File: config.mk
export PLATFORM = sky130hd
export DESIGN_NAME = bperm_unit
export DESIGN_NICKNAME = d
export VERILOG_FILES = /design/src/rtl/bperm_pkg.sv /design/src/rtl/bperm_idx_gen.sv /design/src/rtl/bperm_byte_mux.sv /design/src/rtl/bperm_unit.sv
export SDC_FILE = /design/constraint.sdc
export NUM_CORES = 1
export LEC_CHECK = 0
export BUFFER_PORTS_ARGS = -buffer_cell sky130_fd_sc_hd__clkbuf_2
export CELL_PAD_IN_SITES_DETAIL_PLACEMENT = 1
export CELL_PAD_IN_SITES_GLOBAL_PLACEMENT = 1
export CORE_UTILIZATION = 37
export DETAILED_ROUTE_END_ITERATION = 12
export PLACE_DENSITY_LB_ADDON = 0.3
export SLEW_MARGIN = 20
export SYNTH_ARGS = -nofsm -noshare
export SYNTH_HDL_FRONTEND = slang
export SYNTH_SLANG_ARGS = --single-unit
File: constraint.sdc
create_clock -name clk -period 3.1 [get_ports clk]
set_input_delay 0.31 -clock clk [delete_from_list [all_inputs] [get_ports clk]]
set_output_delay 0.31 -clock clk [all_outputs]
set_load 0.03 [all_outputs]
File: src/rtl/bperm_pkg.sv
package bperm_pkg;

    localparam int BYTE_W = 8;
    localparam int POOL_N = 8;
    localparam int OUT_N  = 4;
    localparam int IDX_W  = $clog2(POOL_N);

    typedef enum logic [2:0] {
        PM_INDEX = 3'd0,
        PM_FWD   = 3'd1,
        PM_BWD   = 3'd2,
        PM_REP8  = 3'd3,
        PM_CLL   = 3'd4,
        PM_CLR   = 3'd5,
        PM_REP16 = 3'd6,
        PM_BAD   = 3'd7
    } pmode_e;

    typedef struct packed {
        logic             zero;
        logic [IDX_W-1:0] idx;
    } bsel_t;

    function automatic logic [IDX_W-1:0] idx_max(input logic [IDX_W-1:0] a, input logic [IDX_W-1:0] b);
        return (a > b) ? a : b;
    endfunction

    function automatic logic [IDX_W-1:0] idx_min(input logic [IDX_W-1:0] a, input logic [IDX_W-1:0] b);
        return (a < b) ? a : b;
    endfunction

endpackage

File: src/rtl/bperm_idx_gen.sv
module bperm_idx_gen
    import bperm_pkg::*;
#(
    parameter int SEL_W = 32
) (
    input  logic [SEL_W-1:0] selector,
    input  logic [2:0]       mode,
    output bsel_t            bsel [OUT_N],
    output logic             illegal
);
    localparam int NIB_W = 4;

    pmode_e            pm;
    logic [IDX_W-1:0]  s3;
    logic [OUT_N-1:0]  nib_top_unused;
    logic              sel_hi_unused;

    assign pm            = pmode_e'(mode);
    assign s3            = IDX_W'(selector[1:0]);
    assign illegal       = (pm == PM_BAD);
    assign sel_hi_unused = ^selector[SEL_W-1:NIB_W*OUT_N];

    for (genvar k = 0; k < OUT_N; k++) begin : g_byte
        localparam logic [IDX_W-1:0] KI = IDX_W'(k);
        assign nib_top_unused[k] = selector[NIB_W*k+NIB_W-1];

        always_comb begin
            bsel[k].zero = 1'b0;
            bsel[k].idx  = '0;
            case (pm)
                PM_INDEX: bsel[k].idx = selector[NIB_W*k +: IDX_W];
                PM_FWD:   bsel[k].idx = KI + s3;
                PM_BWD:   bsel[k].idx = s3 - KI;
                PM_REP8:  bsel[k].idx = s3;
                PM_CLL:   bsel[k].idx = idx_max(KI, s3);
                PM_CLR:   bsel[k].idx = idx_min(KI, s3);
                PM_REP16: bsel[k].idx = {1'b0, selector[0], KI[0]};
                default:  bsel[k].zero = 1'b1;
            endcase
        end
    end
endmodule

File: src/rtl/bperm_byte_mux.sv
module bperm_byte_mux
    import bperm_pkg::*;
(
    input  logic [POOL_N*BYTE_W-1:0] pool,
    input  bsel_t                    sel,
    output logic [BYTE_W-1:0]        dout
);
    always_comb begin
        if (sel.zero) dout = '0;
        else          dout = pool[BYTE_W*sel.idx +: BYTE_W];
    end
endmodule

File: src/rtl/bperm_unit.sv
module bperm_unit
    import bperm_pkg::*;
#(
    parameter bit REG_OUT = 1'b1,
    parameter int WORD_W  = 32
) (
    input  logic              clk,
    input  logic              rst,
    input  logic              in_valid,
    input  logic [WORD_W-1:0] lo,
    input  logic [WORD_W-1:0] hi,
    input  logic              hi_valid,
    input  logic [WORD_W-1:0] selector,
    input  logic [2:0]        mode,
    output logic              out_valid,
    output logic [WORD_W-1:0] result,
    output logic              bad_mode
);
    localparam int POOL_W = POOL_N * BYTE_W;

    logic [POOL_W-1:0] pool;
    bsel_t             bsel [OUT_N];
    logic              illegal_c;
    logic [WORD_W-1:0] word_c;

    assign pool = {(hi_valid ? hi : '0), lo};

    bperm_idx_gen #(.SEL_W(WORD_W)) u_idx (
        .selector (selector),
        .mode     (mode),
        .bsel     (bsel),
        .illegal  (illegal_c)
    );

    for (genvar k = 0; k < OUT_N; k++) begin : g_mux
        bperm_byte_mux u_mux (
            .pool (pool),
            .sel  (bsel[k]),
            .dout (word_c[BYTE_W*k +: BYTE_W])
        );
    end

    if (REG_OUT) begin : g_reg
        always_ff @(posedge clk) begin
            if (rst) begin
                out_valid <= 1'b0;
                result    <= '0;
                bad_mode  <= 1'b0;
            end else begin
                out_valid <= in_valid;
                if (in_valid) begin
                    result   <= word_c;
                    bad_mode <= illegal_c;
                end
            end
        end
    end else begin : g_comb
        logic clk_unused;
        logic rst_unused;
        assign clk_unused = clk;
        assign rst_unused = rst;
        assign out_valid  = in_valid;
        assign result     = word_c;
        assign bad_mode   = illegal_c;
    end
endmodule

==> results of run 1 <==
-- synth_stat cells (2+ instances only) --
cell type / n / area [µm²]
nand2_1: 57 / 214
nand3_1: 40 / 200
dfxtp_1: 34 / 681
mux2i_1: 34 / 340
a21oi_1: 33 / 165
o21ai_0: 31 / 155
clkbuf_1: 18 / 67.6
mux4_2: 17 / 383
nor2_1: 14 / 52.6
mux2_2: 13 / 146
nor2b_1: 13 / 81.3
a32o_1: 12 / 120
and2_1: 11 / 68.8
a211o_1: 10 / 87.6
buf_2: 10 / 50.1
nor3_1: 9 / 45.0
o22ai_1: 9 / 56.3
and3_1: 8 / 50.1
buf_6: 8 / 90.1
inv_1: 8 / 30.0
nand4_1: 7 / 43.8
o211ai_1: 7 / 52.6
o31ai_1: 7 / 52.6
a2111o_1: 6 / 67.6
a211oi_1: 6 / 45.0
a2bb2oi_1: 6 / 52.6
ha_1: 6 / 75.1
nand2b_1: 6 / 37.5
o21ai_1: 5 / 25.0
a22oi_1: 4 / 30.0
a21o_1: 3 / 22.5
a221o_1: 3 / 30.0
a31oi_1: 3 / 18.8
o2111ai_1: 3 / 26.3
or2_2: 3 / 18.8
a21oi_2: 2 / 17.5
mux4_1: 2 / 52.6
nand2_4: 2 / 22.5
o221ai_1: 2 / 17.5
or3_1: 2 / 12.5
-- per-layer routing --
metal,vias to the layer above,wire length (µm),track usage (%)
met2,231,8090,50.0
met5,-,0,0
li1,2158,-,-
met4,0,289,9.78
met1,2354,7340,41.7
met3,23,1340,5.35
-- critical path: stages --
cell and delay, ns:
clkbuf_2 0.19, inv_1 0.15, ha_1 0.34, nand2b_1 0.17, a32oi_1 0.48, and2_1 0.36
nor2_1 0.20, a32o_1 0.31, o31ai_2 0.20
-- kinds of logic after synthesis --
kind of cell | after synthesis | synth area share, %
muxes | 67 | 23.0
DFF | 34 | 16.8
AOI/OAI and AO/OA | 166 | 30.1
buffers and inverters | 45 | 6.24
and+or+nand+nor | 178 | 22.0
adders and majority gates | 6 | 1.85
-- layout by cell type, fill, tap and decap left out, types with 8 or more instances in the layout --
cell,count
clkbuf_2,116
nor2b_1,13
buf_4,27
nor3_1,9
inv_1,8
and2_1,11
o22ai_1,9
mux2_2,13
a21oi_1,33
nand3_1,40
mux4_2,17
a211o_1,10
mux2i_1,34
a32o_1,12
nor2_1,13
and3_1,8
nand2_1,57
dfxtp_1,34
o21ai_0,31
-- stage by stage --
| stage | cells | hold WS [ns] | setup slack (ns) | util [%] |
|---|---|---|---|---|
| after CTS | 746 | 0.206 | 0.632 | 46.6 |
| after global placement | 738 | 0.437 | 0.380 | 45.7 |
| after floorplan | 496 | 0.382 | 0.626 | - |
| final | 746 | 0.210 | 0.593 | 46.6 |
| after detailed placement | 738 | 0.449 | 0.296 | 45.7 |
| after global routing | 746 | 0.223 | 0.444 | 46.6 |
-- cell type report --
cell class | instances | area (µm²)
fillers | 1339 | 5590
inverters | 8 | 30.0
clock buffers | 7 | 86.3
repair buffers | 143 | 783
flip-flops and latches | 34 | 681
clock inverters | 1 | 5.00
multi-input cells | 417 | 3120
well taps | 136 | 170
-- power breakdown --
group	switching, mW	internal [mW]
sequential	0.0224	0.477
clock	0.186	0.180
combinational	0.517	0.337
total	0.725	0.994
-- state kept, by name, summed over array words and instances, names as in the netlist --
register / cells
bad_mode: 1
out_valid: 1
result: 32
-- worst max-delay path by stage --
stage                     cells past startpoint          to        start  slack [ns]
after global routing                          9  result[14]  selector[1]        0.44
after detailed placement                      9  result[30]  selector[1]        0.30
after global placement                        9  result[30]  selector[1]        0.38
final                                         9  result[14]  selector[1]        0.59
after floorplan                               9  result[30]  selector[0]        0.63
after CTS                                     9  result[30]  selector[1]        0.63
==> impl_metrics.env, run 1 <==
export IMPL_dieArea_mm2=0.0114
export IMPL_ys_types=62
export IMPL_synthFlopType="dfxtp_1"
export IMPL_grt_pass1_vias=4853
export IMPL_dr_pass1_iters=4
export IMPL_tightest_slew_ns=1.06
export IMPL_io_pins=137
export IMPL_rr_worst_depth=2
export IMPL_clockRootBuffer="clkbuf_8"
export IMPL_n_antenna_cell=0
export IMPL_cts_tree="yes"
export IMPL_synth_async_reset_ratio_pct=0
export IMPL_grt_pass1_wl_um=27100
export IMPL_ctsResizeCount=0
export IMPL_r2r_slack_ns=2.18
export IMPL_whs_endpoint="bad_mode"
export IMPL_status="complete, no violations"
export IMPL_post_dp_cell_area_mm2=0.00479
export IMPL_grt_total_usage_pct=30.9
export IMPL_critical_path_startpoint_type="input pin"
export IMPL_seq_area_frac_synth_pct=16.8
export IMPL_r2r_end="result[24]"
export IMPL_io_buffers=116
export IMPL_hold_buffers=0
export IMPL_tns_ns=0
export IMPL_end_kind="register"
export IMPL_first_iter_violations=329
export IMPL_worstSetupPathType="in -> reg"
export IMPL_relSlewSlack_pct=28.4
export IMPL_cts_max_level=2
export IMPL_finalHoldViolations=0
export IMPL_drc=0
export IMPL_post_route_min_period_ns=2.51
export IMPL_ant_nets=0
export IMPL_fin_nets=718
export IMPL_vias_per_cell=6.39
export IMPL_clk_pin_slew_worst_paths_ns=0.07
export IMPL_r2r_start="result[24]"
export IMPL_place_congestion=0.966
export IMPL_cts_buffers=5
export IMPL_synth_avg_cell_area_um2=8.17
export IMPL_clock_latency_ns=0.30
export IMPL_synthCells=496
export IMPL_rows=37
export IMPL_design_area_mm2=0.00488
export IMPL_setup_viol=0
export IMPL_num_vias=4766
export IMPL_drive_gt1_share_pct=32.6
export IMPL_post_cts_buffers=0
export IMPL_p_leak_nw=2.17
export IMPL_synth_seq_cells=34
export IMPL_cp_max_fo=10
export IMPL_drt_total_wl_um=17100
export IMPL_period_share_pct=80.9
export IMPL_fin_skew_ns=0
export IMPL_cts_sinks=34
export IMPL_worstHoldPathType="in -> reg"
export IMPL_hold_start="rst"
export IMPL_hold_path_depth=2
export IMPL_hpwl_um=13300
export IMPL_slew_violations=0
export IMPL_wl_per_cell_um=22.9
export IMPL_fp_coreArea_mm2=0.0105
export IMPL_rsz0062_at_grt="no"
export IMPL_max_clock_path_buffers=2
export IMPL_die_width_um=107
export IMPL_synth_edf_count=0
export IMPL_max_freq_mhz=399
export IMPL_required_ns=3.32
export IMPL_ys_warnings_count=0
export IMPL_grt_max_degree=33
export IMPL_initial_utilization_pct=38.7
export IMPL_ir_drop_v=0.000282
export IMPL_overflow=0
export IMPL_die_h_um=107
export IMPL_grt_antenna_before_repair=0
export IMPL_powerDensity_mw_per_mm2=353
export IMPL_synth_fp_nets=605
export IMPL_maxCapViolations=0
export IMPL_area_growth_pct=20.3
export IMPL_syn_cell_area_mm2=0.00405
export IMPL_cp_data_arrival_time_ns=2.73
export IMPL_p_total_mw=1.72
No activity file was read; power rests on OpenSTA's default activity.
==> inputs of run 2 (changes only) <==
Settings changed: ABC_AREA set to 1, CORE_UTILIZATION 37 to 31.
Clock period 3.1 ns to 2.3 ns, I/O delays scaled along.
==> run 2 against run 1 <==
  * Via count increased by 30%
  * Clock skew unchanged
  * Flip-flop and latch count unchanged
  * Register-to-register slack got worse by 0.53 ns
  * Synthesized cell count increased by 71%
  * Setup slack got worse by 0.37 ns
  * Area after synthesis increased by 8.5%
  * Global-route usage decreased by 3.4 points
  * Critical endpoint is now result[18]
  * Largest power group unchanged
  * Highest routed layer unchanged
==> impl_metrics.env, run 2 <==
export IMPL_clock_latency_ns=0.28
export IMPL_die_width_um=121
export IMPL_cts_tree="yes"
export IMPL_drive_gt1_share_pct=20.9
export IMPL_overflow=0
export IMPL_dp_worst_setup_slack_ns=-0.0945
export IMPL_num_vias=6208
export IMPL_cts_max_level=2
export IMPL_synth_avg_cell_area_um2=5.20
export IMPL_synth_seq_cells=34
export IMPL_multi_input_area_mm2=0.00322
export IMPL_critPathTopFamily="simple AND/OR/NAND/NOR gates"
export IMPL_ctsResizeCount=0
export IMPL_ys_warnings_count=0
export IMPL_cts_sinks=34
export IMPL_max_clock_path_buffers=2
export IMPL_seq_area_frac_synth_pct=15.5
export IMPL_post_cts_buffers=0
export IMPL_max_freq_mhz=480
export IMPL_hold_path_depth=4
export IMPL_relSlewSlack_pct=38.6
export IMPL_regMostFlops="result"
export IMPL_grt_pass1_vias=5835
export IMPL_final_common_cell="nand2_1"
export IMPL_period_share_pct=90.5
export IMPL_crit_buf_inv=3
export IMPL_synth_area_top_cells="nand2_1, nand3_1, dfxtp_1"
export IMPL_synth_edf_count=0
export IMPL_clockRootBuffer="clkbuf_16"
export IMPL_hold_buffers=0
export IMPL_ant_nets=0
export IMPL_rr_worst_depth=4
export IMPL_critical_path_slowest_cell="nor2_2"
export IMPL_fp_coreArea_mm2=0.0139
export IMPL_r2r_start="bad_mode"
export IMPL_setup_viol=0
export IMPL_post_dp_cell_area_mm2=0.00534
export IMPL_path_cells="clkbuf_2 > inv_2 > nand2_1 > nor2_2 > nand2_1 > nand2_1 > nor2_2 > buf_4 > nand2_1 > nand3_1 > nand3_1 > nand3_1 > a21oi_1"
export IMPL_ir_drop_v=0.000249
export IMPL_critPathMaxStageDelay_ns=0.71
export IMPL_ys_top_cells_by_count="nand2_1, nand3_1, inv_1, dfxtp_1, a21oi_1"
export IMPL_place_congestion=0.893
export IMPL_drt_total_wl_um=20200
export IMPL_fin_nets=1069
export IMPL_cp_max_fo=21
export IMPL_worstHoldPathType="in -> reg"
export IMPL_n_antenna_cell=0
export IMPL_grt_pass1_wl_um=31300
export IMPL_syn_cell_area_mm2=0.00440
export IMPL_fin_skew_ns=0
export IMPL_r2r_slack_ns=1.65
export IMPL_final_cell_mix="nand2_1, nand3_1, clkbuf_2, inv_1, buf_4"
export IMPL_dr_pass1_iters=5
export IMPL_design_area_mm2=0.00549
export IMPL_layout_setup_ws_ns=0.219
export IMPL_initial_utilization_pct=31.7
export IMPL_end_kind="register"
export IMPL_clk_pin_slew_worst_paths_ns=0.05
export IMPL_finalHoldViolations=0
export IMPL_hold_start="in_valid"
export IMPL_yosysMostFrequentCell="nand2_1"
export IMPL_cp_data_arrival_time_ns=2.22
export IMPL_critical_path_startpoint_type="input pin"
export IMPL_cp_common_cell="nand2_1"
export IMPL_post_route_min_period_ns=2.08
export IMPL_io_pins=137
export IMPL_status="complete, no violations"
export IMPL_rsz0062_at_grt="no"
export IMPL_fillers=2036
export IMPL_seqCellArea_um2=681
export IMPL_p_leak_nw=3.00
export IMPL_synth_async_reset_ratio_pct=0
export IMPL_synth_top_area_share_pct=29.3
export IMPL_slew_violations=0
export IMPL_hpwl_um=15000
export IMPL_required_ns=2.44
export IMPL_r2r_end="bad_mode"
export IMPL_io_buffers=116
export IMPL_synth_area_leader_cell="nand2_1"
export IMPL_vias_per_cell=5.44
export IMPL_reg_top3="result x32, bad_mode x1, out_valid x1"
export IMPL_drc=0
export IMPL_maxCapViolations=0
export IMPL_area_growth_pct=24.9
export IMPL_dieArea_mm2=0.0147
export IMPL_ys_types=26
export IMPL_first_iter_violations=463
export IMPL_synthFlopType="dfxtp_1"
export IMPL_finish_utilization_pct=39.6
export IMPL_worstSetupPathType="in -> reg"
export IMPL_die_h_um=121
export IMPL_whs_endpoint="bad_mode"
export IMPL_powerDensity_mw_per_mm2=517
export IMPL_synth_fp_nets=955
export IMPL_wl_per_cell_um=17.7
export IMPL_grt_total_usage_pct=27.5
export IMPL_grt_max_degree=45
export IMPL_rows=43
export IMPL_tightest_slew_ns=0.921
export IMPL_largest_reg_flops=32
export IMPL_synthCells=846
export IMPL_cts_buffers=5
export IMPL_grt_antenna_before_repair=0
run 2: cell count changes after synthesis, sizes merged, moves of 14 or more:
cell,previous run,this run
buf,19,43
inv,8,56
mux2,14,0
mux2i,34,0
mux4,19,0
nand2,60,349
nand3,40,256
o21ai,36,5
run 2: cell type report:
type	count	share of cell area (%)
flip-flops and latches	34	12.4
inverters	56	3.83
clock buffers	7	2.60
clock inverters	1	0.0911
well taps	180	4.10
repair buffers	163	18.4
multi-input cells	700	58.6
run 2: worst max path at each step:
| stage | startpoint | endpoint | slack [ns] | cells after the start |
|---|---|---|---|---|
| floorplan | selector[1] | result[14] | 0.59 | 12 |
| global placement | mode[1] | result[18] | -0.03 | 12 |
| detailed placement | mode[1] | result[18] | -0.09 | 13 |
| CTS | mode[1] | result[18] | 0.18 | 13 |
| global route | mode[1] | result[18] | 0.02 | 13 |
| finish | mode[1] | result[18] | 0.22 | 13 |
run 2: kinds of logic after synthesis:
kind of cell	after synthesis	share of synthesized area, %
and+or+nand+nor	642	64.5
buffers and inverters	112	11.4
AOI/OAI and AO/OA	52	6.89
DFF	34	15.5
adders and majority gates	6	1.71
run 2: report_power, final:
group | switching (mW) | internal [mW] | total [mW]
Combinational | 0.999 | 0.491 | 1.49
Clock | 0.250 | 0.429 | 0.679
Sequential | 0.0275 | 0.645 | 0.672
run 2: metrics by stage:
stage	instances	hold slack [ns]	TNS (ns)	total power, mW
floorplan	846	0.397	0	1.61
global placement	1133	0.452	-0.0259	2.13
detailed placement	1133	0.457	-0.273	2.16
CTS	1141	0.242	0	2.85
global route	1141	0.309	0	3.02
finish	1141	0.238	0	2.84
run 2: per-layer routing:
layer,global-route usage (%),part of all wire (%),vias to the layer above,routed length (µm)
li1,-,-,3002,-
met1,35.8,44,2941,8920
met2,45.7,46,228,9360
met3,3.76,5.9,37,1200
met4,10.4,3.3,0,670
met5,0,0,-,0
run 2: worst register-to-register path, cell delays in order, from the launching register on:
cell     delay [ns]
dfxtp_1        0.30
nor2_1         0.08
nor2_1         0.04
nand2_1        0.09
inv_1          0.03
==> inputs of run 3 (changes only) <==
Settings changed: MAX_ROUTING_LAYER set to met4.
==> run 3 against run 2 <==
  * Clock skew unchanged
  * Via count is 0.21% lower
  * Utilization did not move
  * Power barely moved
  * First-iteration DRC count up 12%
  * Largest power group unchanged
  * Die area unchanged
  * Global-route usage up 0.77 points
==> impl_metrics.env, run 3 (synthesis gave the netlist of run 2 again) <==
export IMPL_ir_drop_v=0.000249
export IMPL_io_buffers=116
export IMPL_drive_gt1_share_pct=20.9
export IMPL_cts_sinks=34
export IMPL_ant_nets=0
export IMPL_r2r_start="bad_mode"
export IMPL_fillers=2036
export IMPL_end_kind="register"
export IMPL_required_ns=2.44
export IMPL_r2r_slack_ns=1.65
export IMPL_post_route_min_period_ns=2.06
export IMPL_grt_use_met3_pct=3.24
export IMPL_io_pins=137
export IMPL_hold_start="in_valid"
export IMPL_cp_max_fo=21
export IMPL_slew_violations=0
export IMPL_ctsResizeCount=0
export IMPL_rows=43
export IMPL_drc=0
export IMPL_p_leak_nw=3.00
export IMPL_wl_per_cell_um=17.6
export IMPL_initial_utilization_pct=31.7
export IMPL_grt_util_met1_pct=36.3
export IMPL_worstSetupPathType="in -> reg"
export IMPL_cp_data_arrival_time_ns=2.20
export IMPL_fin_nets=1069
export IMPL_rr_worst_depth=4
export IMPL_max_clock_path_buffers=2
export IMPL_whs_endpoint="bad_mode"
export IMPL_num_vias=6195
export IMPL_p_total_mw=2.84
export IMPL_seqCellArea_um2=681
export IMPL_period_share_pct=89.8
export IMPL_overflow=0
export IMPL_hold_buffers=0
export IMPL_rsz0062_at_grt="no"
export IMPL_clockRootBuffer="clkbuf_16"
export IMPL_busiest_layer="met2"
export IMPL_vias_per_cell=5.43
export IMPL_n_antenna_cell=0
export IMPL_clock_latency_ns=0.28
export IMPL_first_iter_violations=519
export IMPL_max_freq_mhz=484
export IMPL_die_h_um=121
export IMPL_setup_viol=0
export IMPL_relSlewSlack_pct=39.6
export IMPL_layout_cells_non_filler=1141
export IMPL_regMostFlops="result"
export IMPL_drt_total_wl_um=20100
export IMPL_area_growth_pct=24.9
export IMPL_final_cell_mix="nand2_1, nand3_1, clkbuf_2, inv_1, buf_4"
export IMPL_fin_skew_ns=0
export IMPL_dieArea_mm2=0.0147
export IMPL_grt_total_usage_pct=28.3
export IMPL_grt_max_degree=45
export IMPL_fp_coreArea_mm2=0.0139
export IMPL_hpwl_um=15000
export IMPL_powerDensity_mw_per_mm2=517
export IMPL_clk_pin_slew_worst_paths_ns=0.05
export IMPL_cts_max_level=2
export IMPL_status="complete, no violations"
export IMPL_die_width_um=121
export IMPL_largest_reg_flops=32
export IMPL_post_cts_buffers=0
export IMPL_grt_pass1_vias=5815
export IMPL_post_place_cells=1133
export IMPL_hold_path_depth=4
export IMPL_grt_antenna_before_repair=0
export IMPL_final_common_cell="nand2_1"
export IMPL_cts_tree="yes"
export IMPL_finalHoldViolations=0
export IMPL_multi_input_area_mm2=0.00322
export IMPL_use_met2_pct=45.5
export IMPL_r2r_end="bad_mode"
export IMPL_cts_buffers=5
export IMPL_tightest_slew_ns=0.904
export IMPL_grt_pass1_wl_um=31300
export IMPL_dr_pass1_iters=5
export IMPL_place_congestion=0.908
export IMPL_worstHoldPathType="in -> reg"
export IMPL_critical_path_startpoint_type="input pin"
export IMPL_maxCapViolations=0
export IMPL_reg_top3="result x32, bad_mode x1, out_valid x1"
## run 3: cell counts in the layout (fill, tap and decap cells not counted)
No cell type changed its count.
## run 3: where the power goes
group	leakage [nW]	internal, mW	switching (mW)
clock	0.0739	0.429	0.249
combinational	2.65	0.491	0.998
sequential	0.280	0.645	0.0274
## run 3: metal layers
metal	vias to the layer above	share of wire [%]
met5	-	0
met4	0	3.4
met3	42	5.6
met2	213	46
met1	2939	45
li1	3001	-
## run 3: cell type report
class	count	area share, %
multi-input cells	700	58.6
repair buffers	163	18.4
flip-flops and latches	34	12.4
well taps	180	4.10
inverters	56	3.83
clock buffers	7	2.60
clock inverters	1	0.0911
## run 3: worst max-delay path, cell delays in order
cell and delay [ns]:
clkbuf_2 0.16, inv_2 0.05, nand2_1 0.08, nor2_1 0.06, nand2_1 0.06, nand2_1 0.09
nor2_2 0.70, buf_4 0.34, nand2_1 0.07, nand3_1 0.08, nand3_1 0.07, nand3_1 0.14
a21oi_1 0.07
## run 3: worst max path at each step
| stage | from | end | cells past startpoint |
|---|---|---|---|
| final | mode[0] | result[18] | 13 |
| after global routing | mode[1] | result[18] | 13 |
| after CTS | mode[1] | result[18] | 13 |
| after detailed placement | mode[1] | result[18] | 13 |
| after global placement | mode[1] | result[18] | 12 |
| after floorplan | selector[1] | result[14] | 12 |
## run 3: metrics by stage
stage	TNS, ns	util (%)	area, µm²	hold WS (ns)	setup WS (ns)
2_1_floorplan	0	-	4400	0.397	0.594
6_report	0	39.6	5490	0.239	0.236
4_1_cts	0	39.6	5490	0.242	0.176
5_1_grt	0	39.6	5490	0.309	0.0184
3_3_place_gp	-0.0259	38.5	5340	0.452	-0.0259
3_5_place_dp	-0.273	38.5	5340	0.457	-0.0945
